$ cat config.mk
export PLATFORM = sky130hd
export DESIGN_NAME = eaddr_gen
export DESIGN_NICKNAME = d
export VERILOG_FILES = /design/src/rtl/eag_pkg.sv /design/src/rtl/eag_step.sv /design/src/rtl/eag_operand_sel.sv /design/src/rtl/eag_ctrl.sv /design/src/rtl/eaddr_gen.sv
export SDC_FILE = /design/constraint.sdc
export NUM_CORES = 1
export LEC_CHECK = 0
export ABC_AREA = 0
export BUFFER_PORTS_ARGS = -buffer_cell sky130_fd_sc_hd__clkbuf_2
export CORE_AREA = 2 2 140 169
export CTS_CLUSTER_SIZE = 20
export DETAILED_ROUTE_END_ITERATION = 10
export DIE_AREA = 0 0 142 171
export PLACE_DENSITY = 0.67
export RECOVER_POWER = 100
export SLEW_MARGIN = 40
export SYNTH_ARGS = -nofsm -noshare
export SYNTH_HDL_FRONTEND = slang
export SYNTH_SLANG_ARGS = --single-unit
$ cat constraint.sdc
create_clock -name clk -period 1.5 [get_ports clk]
set_input_delay 0.3 -clock clk [delete_from_list [all_inputs] [get_ports clk]]
set_output_delay 0.3 -clock clk [all_outputs]
set_load 0.01 [all_outputs]
$ cat src/rtl/eag_pkg.sv
package eag_pkg;
    typedef enum logic [3:0] {
        M_IMM  = 4'd0,
        M_REG  = 4'd1,
        M_ABS  = 4'd2,
        M_RIND = 4'd3,
        M_MIND = 4'd4,
        M_IDX  = 4'd5,
        M_BIX  = 4'd6,
        M_BIXO = 4'd7,
        M_REL  = 4'd8,
        M_AINC = 4'd9,
        M_ADEC = 4'd10
    } mode_e;

    typedef enum logic [1:0] {
        ST_IDLE  = 2'd0,
        ST_FETCH = 2'd1,
        ST_DONE  = 2'd2
    } st_e;
endpackage

$ cat src/rtl/eag_step.sv
module eag_step #(
    parameter int AW = 32
) (
    input  logic [1:0]    opsize,
    output logic [AW-1:0] step
);
    always_comb begin
        unique case (opsize)
            2'b00:   step = AW'(1);
            2'b01:   step = AW'(2);
            default: step = AW'(4);
        endcase
    end
endmodule

$ cat src/rtl/eag_operand_sel.sv
module eag_operand_sel
    import eag_pkg::*;
#(
    parameter int AW = 32
) (
    input  logic [3:0]    mode,
    input  logic [AW-1:0] ra_val,
    input  logic [AW-1:0] rb_val,
    input  logic [AW-1:0] disp,
    input  logic [AW-1:0] pc,
    input  logic [AW-1:0] step,
    output logic [AW-1:0] ea_calc,
    output logic          no_addr,
    output logic          is_mind,
    output logic          wb_flag,
    output logic [AW-1:0] wb_val
);
    logic [AW-1:0] t0, t1, t2;
    mode_e m;

    assign m = mode_e'(mode);

    always_comb begin
        t0      = '0;
        t1      = '0;
        t2      = '0;
        no_addr = 1'b0;
        is_mind = 1'b0;
        wb_flag = 1'b0;
        wb_val  = '0;
        unique case (m)
            M_IMM:  no_addr = 1'b1;
            M_REG:  no_addr = 1'b1;
            M_ABS:  t0 = disp;
            M_RIND: t0 = ra_val;
            M_MIND: is_mind = 1'b1;
            M_IDX:  begin t0 = ra_val; t1 = disp; end
            M_BIX:  begin t0 = ra_val; t1 = rb_val; end
            M_BIXO: begin t0 = ra_val; t1 = rb_val; t2 = disp; end
            M_REL:  begin t0 = pc; t1 = disp; end
            M_AINC: begin
                t0      = ra_val;
                wb_flag = 1'b1;
                wb_val  = ra_val + step;
            end
            M_ADEC: begin
                t0      = ra_val;
                t1      = (~step) + AW'(1);
                wb_flag = 1'b1;
                wb_val  = ra_val - step;
            end
            default: no_addr = 1'b1;
        endcase
        ea_calc = t0 + t1 + t2;
    end
endmodule

$ cat src/rtl/eag_ctrl.sv
module eag_ctrl
    import eag_pkg::*;
(
    input  logic clk,
    input  logic rst_n,
    input  logic start,
    input  logic is_mind,
    input  logic mem_ready,
    output logic accept,
    output logic cap_mem,
    output logic done,
    output logic mem_req
);
    st_e st_q, st_d;

    always_ff @(posedge clk or negedge rst_n) begin
        if (!rst_n) st_q <= ST_IDLE;
        else        st_q <= st_d;
    end

    always_comb begin
        st_d    = st_q;
        accept  = 1'b0;
        cap_mem = 1'b0;
        done    = 1'b0;
        mem_req = 1'b0;
        unique case (st_q)
            ST_IDLE: begin
                if (start) begin
                    accept = 1'b1;
                    st_d   = is_mind ? ST_FETCH : ST_DONE;
                end
            end
            ST_FETCH: begin
                mem_req = 1'b1;
                if (mem_ready) begin
                    cap_mem = 1'b1;
                    st_d    = ST_DONE;
                end
            end
            ST_DONE: begin
                done = 1'b1;
                st_d = ST_IDLE;
            end
            default: st_d = ST_IDLE;
        endcase
    end
endmodule

$ cat src/rtl/eaddr_gen.sv
module eaddr_gen
    import eag_pkg::*;
#(
    parameter int AW  = 32,
    parameter int RIW = 3
) (
    input  logic           clk,
    input  logic           rst_n,
    input  logic           start,
    input  logic [3:0]     mode,
    input  logic [RIW-1:0] ra_idx,
    input  logic [RIW-1:0] rb_idx,
    input  logic [AW-1:0]  disp,
    input  logic [AW-1:0]  pc,
    input  logic [1:0]     opsize,
    output logic [RIW-1:0] rf_ra_idx,
    output logic [RIW-1:0] rf_rb_idx,
    input  logic [AW-1:0]  rf_ra_data,
    input  logic [AW-1:0]  rf_rb_data,
    output logic           mem_req,
    output logic [AW-1:0]  mem_addr,
    input  logic           mem_ready,
    input  logic [AW-1:0]  mem_rdata,
    output logic           done,
    output logic [AW-1:0]  ea,
    output logic           no_addr,
    output logic           wb_en,
    output logic [RIW-1:0] wb_idx,
    output logic [AW-1:0]  wb_data
);
    logic [AW-1:0] step, ea_calc, wb_val;
    logic          no_addr_c, is_mind, wb_flag_c;
    logic          accept, cap_mem;

    logic [AW-1:0]  ea_q, mem_addr_q, wb_data_q;
    logic           no_addr_q, wb_flag_q;
    logic [RIW-1:0] wb_idx_q;

    assign rf_ra_idx = ra_idx;
    assign rf_rb_idx = rb_idx;

    eag_step #(.AW(AW)) u_step (
        .opsize (opsize),
        .step   (step)
    );

    eag_operand_sel #(.AW(AW)) u_sel (
        .mode    (mode),
        .ra_val  (rf_ra_data),
        .rb_val  (rf_rb_data),
        .disp    (disp),
        .pc      (pc),
        .step    (step),
        .ea_calc (ea_calc),
        .no_addr (no_addr_c),
        .is_mind (is_mind),
        .wb_flag (wb_flag_c),
        .wb_val  (wb_val)
    );

    eag_ctrl u_ctrl (
        .clk       (clk),
        .rst_n     (rst_n),
        .start     (start),
        .is_mind   (is_mind),
        .mem_ready (mem_ready),
        .accept    (accept),
        .cap_mem   (cap_mem),
        .done      (done),
        .mem_req   (mem_req)
    );

    always_ff @(posedge clk or negedge rst_n) begin
        if (!rst_n) begin
            ea_q       <= '0;
            mem_addr_q <= '0;
            no_addr_q  <= 1'b0;
            wb_flag_q  <= 1'b0;
            wb_idx_q   <= '0;
            wb_data_q  <= '0;
        end else begin
            if (accept) begin
                ea_q       <= is_mind ? '0 : ea_calc;
                mem_addr_q <= disp;
                no_addr_q  <= no_addr_c;
                wb_flag_q  <= wb_flag_c;
                wb_idx_q   <= ra_idx;
                wb_data_q  <= wb_val;
            end
            if (cap_mem) ea_q <= mem_rdata;
        end
    end

    assign ea       = ea_q;
    assign mem_addr = mem_addr_q;
    assign no_addr  = no_addr_q;
    assign wb_en    = done & wb_flag_q;
    assign wb_idx   = wb_idx_q;
    assign wb_data  = wb_data_q;
endmodule

==> out/qor.csv, run 1 <==
stage,metric,value,unit
status,status,"complete, but fails checks",
status,failing_checks,negative setup slack,
clocking,clkTransAtPathRegs,80,ps
logic_synthesis,netlist_area_before_placement,8880,um^2
floorplanning,ios,285,
logic_synthesis,syn-instance-count,1059,
clocking,clkLatencyLatePin,380,ps
grt,grt_antenna_before_repair,3,
clocking,cts-buffers-inserted,9,
placement,gp_routability_congestion,0.979,
critical_path,maximum_fanout_count_along_the_critical_path,7,
critical_path,setup.worst_path.class,in -> reg,
placement,hpwlAfterDp,28700,um
floorplanning,die_w,142,um
final_layout,filler_cell_count,1875,
logic_synthesis,total_number_of_yosys_warnings,0,
timing,report.final.slew_viol_count,0,
drt,detailedRoute.firstPassIterationCount,8,
timing,fin_ws,-2250,ps
grt,wire_length_of_the_first_global_routing_pass,56000,um
clocking,ctsRootBufferMaster,sky130_fd_sc_hd__clkbuf_16,
logic_synthesis,yosys_most_used_dff,sky130_fd_sc_hd__dfrtp_1,
min_path,worstHoldPathType,in -> reg,
logic_synthesis,synth_edf_count,0,
timing,achievable_freq,266,MHz
timing,max_slew_margin,58.8,%
timing,finalHoldWorstSlack,123,ps
logic_synthesis,synth_fp_nets,1329,
critical_path,worst_r2r_path_depth,7,
logic_synthesis,yosysSeqAreaShare,29.0,%
drt,drt_iter0_markers,801,
timing,final-hold-violation-count,0,
critical_path,rrSetupSlack,-220,ps
critical_path,setup.worst_path.end,ea[31],
timing,worst_slew_pin_slew,618,ps
critical_path,data_required_time_at_the_worst_endpoint,1750,ps
final_layout,final_core_utilization,64.9,%
job,max_cap_viol_count,0,
clocking,cts_max_path_buffers,2,
drt,wl_per_cell,19.9,um
critical_path,cp_cell_sequence,"buf_8, or2_4, a21oi_4, nor3_4, a222oi_1, fa_1, inv_2, ha_4, fa_2, a211oi_4, o211ai_2, a21boi_2, o21bai_4, a2111oi_4, or3_4, o41ai_4, xnor2_1, o21ai_1",
critical_path,crit-reg2reg-capture,ea[10],
critical_path,timing_startpoint_of_the_critical_path,mode[2],
final_layout,layout-drive-gt1-share,44.7,%
logic_synthesis,async_reset_ff_share,100,%
logic_synthesis,synthesis.area_per_instance,8.39,um^2
final_layout,area.growth.synth_to_final,66.8,%
critical_path,worst_path_max_stage_delay,500,ps
power,p_leak,7.35,nW
grt,grt_overflow,0,
clocking,tritoncts,done,
drt,wirelength,38300,um
timing,rsz0062_at_grt,yes,
critical_path,worstSetupEndpointType,register,
grt,grtUsageTotal,29.9,%
final_layout,antenna_cells_inserted,0,
critical_path,worstSetupStartpointType,input port,
floorplanning,floorplan.initialDensity,38.9,%
power,power_per_cell_area,758,nW/um^2
drt,drcViolationCount,0,
final_layout,final_nets,1907,
floorplanning,die_area,24300,um^2
logic_synthesis,synth-seq-cells,103,
logic_synthesis,netlist-cell-type-count,76,
critical_path,rr_startpoint,u_ctrl.st_q[0],
clocking,clock_tree.htree_level_count,3,
critical_path,crit_path_max_delay_cell_type,sky130_fd_sc_hd__fa_1,
drt,detailroute.via_count,10700,
grt,via_count_of_the_first_global_routing_pass,10700,
power,irDropWorstVdd,0.000540,V
placement,io_buffers,278,
timing,clock-skew-final,11.0,ps
floorplanning,chipHeight,171,um
critical_path,worstPathArrival,4010,ps
grt,maximum_number_of_pins_on_one_net_before_global_route_repair,37,
timing,timing.final.setup_violations,67,
floorplanning,rows,61,
clocking,clkSinkCount,103,
drt,vias_per_cell,5.56,
timing,fin_setup_tns,-97760,ps
timing,shortest_clock_period_the_worst_path_allows_after_layout,3750,ps
drt,drt.antenna.violating_nets,0,
timing,layout_worst_path_cycle_share,250,%
floorplanning,core-area,22800,um^2
stage by stage:
stage / std cells / cell area (um^2) / setup WS (ps) / power (mW)
6_report: 1924 / 14800 / -2250 / 11.2
3_5_place_dp: 1856 / 12800 / -2650 / 8.00
5_1_grt: 1924 / 14800 / -2400 / 11.9
4_1_cts: 1896 / 14100 / -2140 / 11.1
3_3_place_gp: 1856 / 12800 / -2580 / 7.94
2_1_floorplan: 1059 / 9100 / -2300 / 5.75
critical path, delay by kind of cell:
| kind | cells | cell delay [ps] |
|---|---|---|
| buffers and inverters | 2 | 180 |
| AND/OR/NAND/NOR | 3 | 820 |
| AO/OA/AOI/OAI | 9 | 1640 |
| adder cells (fa/ha/maj) | 3 | 880 |
| XOR/XNOR | 1 | 150 |
state kept, by name, summed over array words and instances, names as in the netlist:
| register | count |
|---|---|
| ea | 32 |
| mem_addr | 32 |
| wb_data | 32 |
| wb_idx | 3 |
| u_ctrl.st_q | 2 |
| no_addr | 1 |
| wb_flag_q | 1 |
logic make-up after synthesis:
| family | Yosys count | share of synthesized area, % |
|---|---|---|
| buffers and inverters | 148 | 7.07 |
| and+or+nand+nor | 334 | 16.3 |
| DFF | 103 | 29.0 |
| adders and majority gates | 94 | 16.0 |
| AOI/OAI and AO/OA | 329 | 26.6 |
| muxes | 1 | 0.113 |
| xor gates and xnor gates | 50 | 4.93 |
cells in the final DEF, fill, tap and decap left out, types with 8 or more instances in the layout:
cell type / count
sky130_fd_sc_hd__buf_4: 280
sky130_fd_sc_hd__nand2_1: 207
sky130_fd_sc_hd__clkbuf_2: 171
sky130_fd_sc_hd__dfrtp_1: 103
sky130_fd_sc_hd__clkbuf_1: 103
sky130_fd_sc_hd__inv_1: 77
sky130_fd_sc_hd__buf_6: 54
sky130_fd_sc_hd__o21ai_1: 51
sky130_fd_sc_hd__a222oi_1: 38
sky130_fd_sc_hd__ha_1: 37
sky130_fd_sc_hd__fa_1: 31
sky130_fd_sc_hd__a21oi_2: 29
sky130_fd_sc_hd__nor2_1: 27
sky130_fd_sc_hd__ha_4: 24
sky130_fd_sc_hd__a22oi_1: 23
sky130_fd_sc_hd__a21oi_1: 22
sky130_fd_sc_hd__xor2_1: 22
sky130_fd_sc_hd__o21ai_0: 21
sky130_fd_sc_hd__a21o_1: 20
sky130_fd_sc_hd__a221oi_1: 19
sky130_fd_sc_hd__xnor2_1: 15
sky130_fd_sc_hd__o21ai_2: 12
sky130_fd_sc_hd__a221oi_2: 11
sky130_fd_sc_hd__nor3_1: 11
sky130_fd_sc_hd__clkbuf_16: 11
sky130_fd_sc_hd__buf_8: 9
sky130_fd_sc_hd__nor2_4: 8
sky130_fd_sc_hd__a21oi_4: 8
sky130_fd_sc_hd__inv_2: 8
sky130_fd_sc_hd__nand3_1: 8
cell usage after synthesis (all sizes together), types with 7 or more instances:
cell type	count	share of area [%]
a211oi	8	0.79
a21o	22	1.9
a21oi	59	3.4
a221oi	32	3.2
a222oi	38	4.3
a22oi	23	1.9
and2	7	0.49
buf	15	1.2
clkbuf	46	2.1
dfrtp	103	29
fa	33	7.4
ha	61	8.6
inv	86	3.6
nand2	215	9.1
nand2b	10	0.70
nand3	13	0.73
nand4	8	0.63
nor2	39	1.7
nor3	14	0.79
o21a	7	0.59
o21ai	86	4.9
o31ai	7	0.65
or3	9	0.69
xnor2	23	2.3
xor2	27	2.7
layer usage:
layer	global-route usage (%)	up-vias	wire length, um
li1	-	4968	-
met1	34.4	5203	14500
met2	53.6	433	19600
met3	5.54	93	2570
met4	14.0	2	1690
met5	0	-	13
cell type report:
| class | count | area [um^2] | area share [%] |
|---|---|---|---|
| clock buffers | 10 | 239 | 1.61 |
| multi-input cells | 808 | 6920 | 46.7 |
| clock inverters | 5 | 81.3 | 0.549 |
| repair buffers | 629 | 4330 | 29.2 |
| inverters | 86 | 325 | 2.19 |
| well taps | 283 | 354 | 2.39 |
| flip-flops and latches | 103 | 2580 | 17.4 |
timing repair:
item | CTS | global route
hold endpoints to repair | 20 | 0
endpoints found under the setup margin | 67 | 73
hold buffers | 1 | 0
gates resized for setup | 170 | 153
setup buffers | 22 | 34
pin swaps | 51 | 106
gates cloned | 2 | 0
worst min-delay path by stage:
stage	startpoint	end	slack, ps	cells past startpoint
final	ra_idx[0]	wb_idx[0]	120	3
after global routing	ra_idx[0]	wb_idx[0]	130	3
after CTS	ra_idx[0]	wb_idx[0]	120	3
after detailed placement	rst_n	wb_data[9]	230	1
after global placement	rst_n	wb_data[9]	230	1
after floorplan	rst_n	ea[0]	4	0
report_power, final:
group / switching [mW] / internal, mW
registers: 0.292 / 3.24
logic: 2.69 / 2.33
clock network: 1.18 / 1.50
(Power assumes the default switching activity.)
==> run 2: changes to the inputs <==
Settings changed: CELL_PAD_IN_SITES_DETAIL_PLACEMENT from default to 1, CELL_PAD_IN_SITES_GLOBAL_PLACEMENT from default to 2, CORE_AREA 2 2 140 169 to 2 2 169 204, DIE_AREA 0 0 142 171 to 0 0 171 206, PLACE_DENSITY 0.67 to default, PLACE_DENSITY_LB_ADDON from default to 0.1.
==> run 2 against run 1 <==
  * The flow still finishes with violations (negative setup slack)
  * Clock power is 4% lower
  * Die area is 45% higher
  * Maximum frequency is 2.2% lower
==> out/qor.csv, run 2 (synthesis results as in run 1) <==
stage,metric,value,unit,change
status,status,"complete, but fails checks",,
status,failing_checks,negative setup slack,,
timing,fin_ws,-2340,ps,-85.6 ps
clocking,cts-buffers-inserted,9,,unchanged
grt,grtUsageTotal,24.7,%,-5.3 points
drt,wl_per_cell,20.6,um,+3.5%
final_layout,layout-drive-gt1-share,45.3,%,+0.60 points
drt,drt.antenna.violating_nets,0,,unchanged
placement,hpwlAfterDp,34300,um,+20%
drt,vias_per_cell,5.03,,-9.5%
critical_path,critical-path-top-cell-by-count,sky130_fd_sc_hd__buf_4,,
floorplanning,core-area,33500,um^2,+47%
critical_path,crit_path_max_delay_cell_type,sky130_fd_sc_hd__fa_1,,
critical_path,critical_path.n_buffers_inverters,5,,+3
timing,clock-skew-final,9.76,ps,-1.25 ps
timing,timing.final.setup_violations,67,,unchanged
clocking,clkLatencyLatePin,390,ps,about the same
power,power_per_cell_area,739,nW/um^2,-2.6%
clocking,cts_max_path_buffers,2,,unchanged
grt,maximum_number_of_pins_on_one_net_before_global_route_repair,29,,-22%
final_layout,post_layout_nonfiller_instances,2129,,+11%
timing,achievable_freq,260,MHz,-2.2%
floorplanning,chipHeight,206,um,+20%
timing,layout_worst_path_cycle_share,256,%,+5.7 points
critical_path,worstSetupEndpointType,register,,
critical_path,timing.critical_path.max_delay_family,simple AND/OR/NAND/NOR gates,,
drt,detailroute.via_count,10700,,+0.11%
critical_path,worst_r2r_path_depth,6,,-1
placement,io_buffers,278,,unchanged
final_layout,final_cell_area,15300,um^2,+3.0%
timing,shortest_clock_period_the_worst_path_allows_after_layout,3840,ps,+85.6 ps
critical_path,worstPathArrival,4100,ps,+90 ps
grt,via_count_of_the_first_global_routing_pass,11600,,+8.3%
timing,report.final.slew_viol_count,0,,unchanged
placement,dp_slack,-2740,ps,-85.0 ps
power,p_total,11.3,mW,+0.37%
clocking,clock_tree.htree_level_count,3,,unchanged
drt,detailedRoute.firstPassIterationCount,6,,-2
power,irDropWorstVdd,0.000411,V,-24%
floorplanning,ios,285,,unchanged
placement,placed_cell_area,13300,um^2,+3.7%
floorplanning,rows,74,,+21%
critical_path,worst_path_max_stage_delay,560,ps,+60 ps
grt,grt_overflow,0,,unchanged
timing,worst_slew_pin_slew,878,ps,+259 ps
critical_path,setup.worst_path.class,in -> reg,,
timing,finalHoldWorstSlack,128,ps,+4.29 ps
critical_path,maximum_fanout_count_along_the_critical_path,6,,-1
placement,dpl.cell_count,2051,,+11%
clocking,clkTransAtPathRegs,80,ps,about the same
grt,wire_length_of_the_first_global_routing_pass,65300,um,+17%
placement,gp_routability_congestion,0.866,,-12%
drt,drt_iter0_markers,594,,-26%
drt,drcViolationCount,0,,unchanged
final_layout,final_cell_mix,"sky130_fd_sc_hd__buf_4, sky130_fd_sc_hd__nand2_1, sky130_fd_sc_hd__clkbuf_2",,
critical_path,cp_cell_sequence,"buf_6, buf_4, a21oi_4, nor2b_4, nor3_4, clkbuf_16, a222oi_1, fa_1, inv_1, ha_1, buf_4, nand4_2, or2_4, nor2_4, a2111oi_4, or3_4, o41ai_4, xnor2_1, o21ai_1",,
critical_path,critical_path_depth,19,,+1
clocking,ctsRootBufferMaster,sky130_fd_sc_hd__clkbuf_16,,
final_layout,final_nets,1935,,+1.5%
floorplanning,die_w,171,um,+20%
final_layout,final_core_utilization,45.6,%,-19 points
final_layout,ff_latch_area,2580,um^2,about the same
final_layout,filler_cell_count,4067,,+120%
timing,fin_setup_tns,-111920,ps,"-14,160 ps"
job,max_cap_viol_count,0,,unchanged
timing,rsz0062_at_grt,yes,,
timing,max_slew_margin,41.5,%,-17 points
clocking,tritoncts,done,,
floorplanning,floorplan.initialDensity,26.5,%,-12 points
drt,wirelength,43900,um,+15%
final_layout,footprint_of_the_multi_input_gates,6890,um^2,-0.43%
timing,final-hold-violation-count,0,,unchanged
grt,grt_antenna_before_repair,7,,+4
critical_path,worstSetupStartpointType,input port,,
final_layout,final_common_cell,sky130_fd_sc_hd__buf_4,,
final_layout,area.growth.synth_to_final,71.9,%,
critical_path,data_required_time_at_the_worst_endpoint,1760,ps,about the same
floorplanning,die_area,35200,um^2,+45%
power,p_leak,7.50,nW,+2.0%
min_path,worst_hold_path.num_cells,3,,unchanged
min_path,worstHoldPathType,in -> reg,,
clocking,clkSinkCount,103,,unchanged
==> run 2: path summary, 6_finish.rpt <==
path | from | endpoint | slack [ps]
max | mode[2] | ea[31] | -2340
min reg2reg | wb_idx[2] | wb_idx[2] | 470
min | ra_idx[1] | wb_idx[1] | 130
max reg2reg | u_ctrl.st_q[1] | ea[30] | -320
min in group asynchronous | rst_n | wb_data[10] | 560
max in group asynchronous | rst_n | u_ctrl.st_q[0] | 110
==> run 2: worst reg2reg max path, delay by kind of cell, from the launching register on <==
family	cells	cell delay [ps]
buf+inv	1	180
simple gates	4	920
flops	1	440
compound gates	1	190
==> run 2: layout make-up <==
type	count	area share, %
Multi-Input combinational cell	808	45.1
Timing Repair Buffer	657	30.1
Sequential cell	103	16.9
Tap cell	456	3.74
Inverter	86	2.11
Clock buffer	12	1.61
Clock inverter	4	0.361
Antenna cell	3	0.0492
==> run 2: routing by layer <==
layer,vias to the layer above,track usage (%),share of wire (%)
li1,5024,-,-
met1,5319,27.4,39
met2,291,45.8,53
met3,69,5.07,5.6
met4,8,9.44,3.0
met5,-,0,0.13
==> run 2: repair_timing <==
action,4_1_cts,5_1_grt
setup buffers,32,34
resized for setup,173,147
pin swaps,79,110
hold endpoints to repair,18,0
endpoints found under the setup margin,68,70
cloned,3,1
hold buffers,1,0
==> run 2: power by group <==
group / switching [mW] / total (mW) / internal [mW] / leakage (nW)
combinational: 2.79 / 5.19 / 2.41 / 6.03
clock: 1.22 / 2.57 / 1.35 / 0.143
sequential: 0.276 / 3.52 / 3.24 / 1.33
total: 4.28 / 11.3 / 7.00 / 7.50
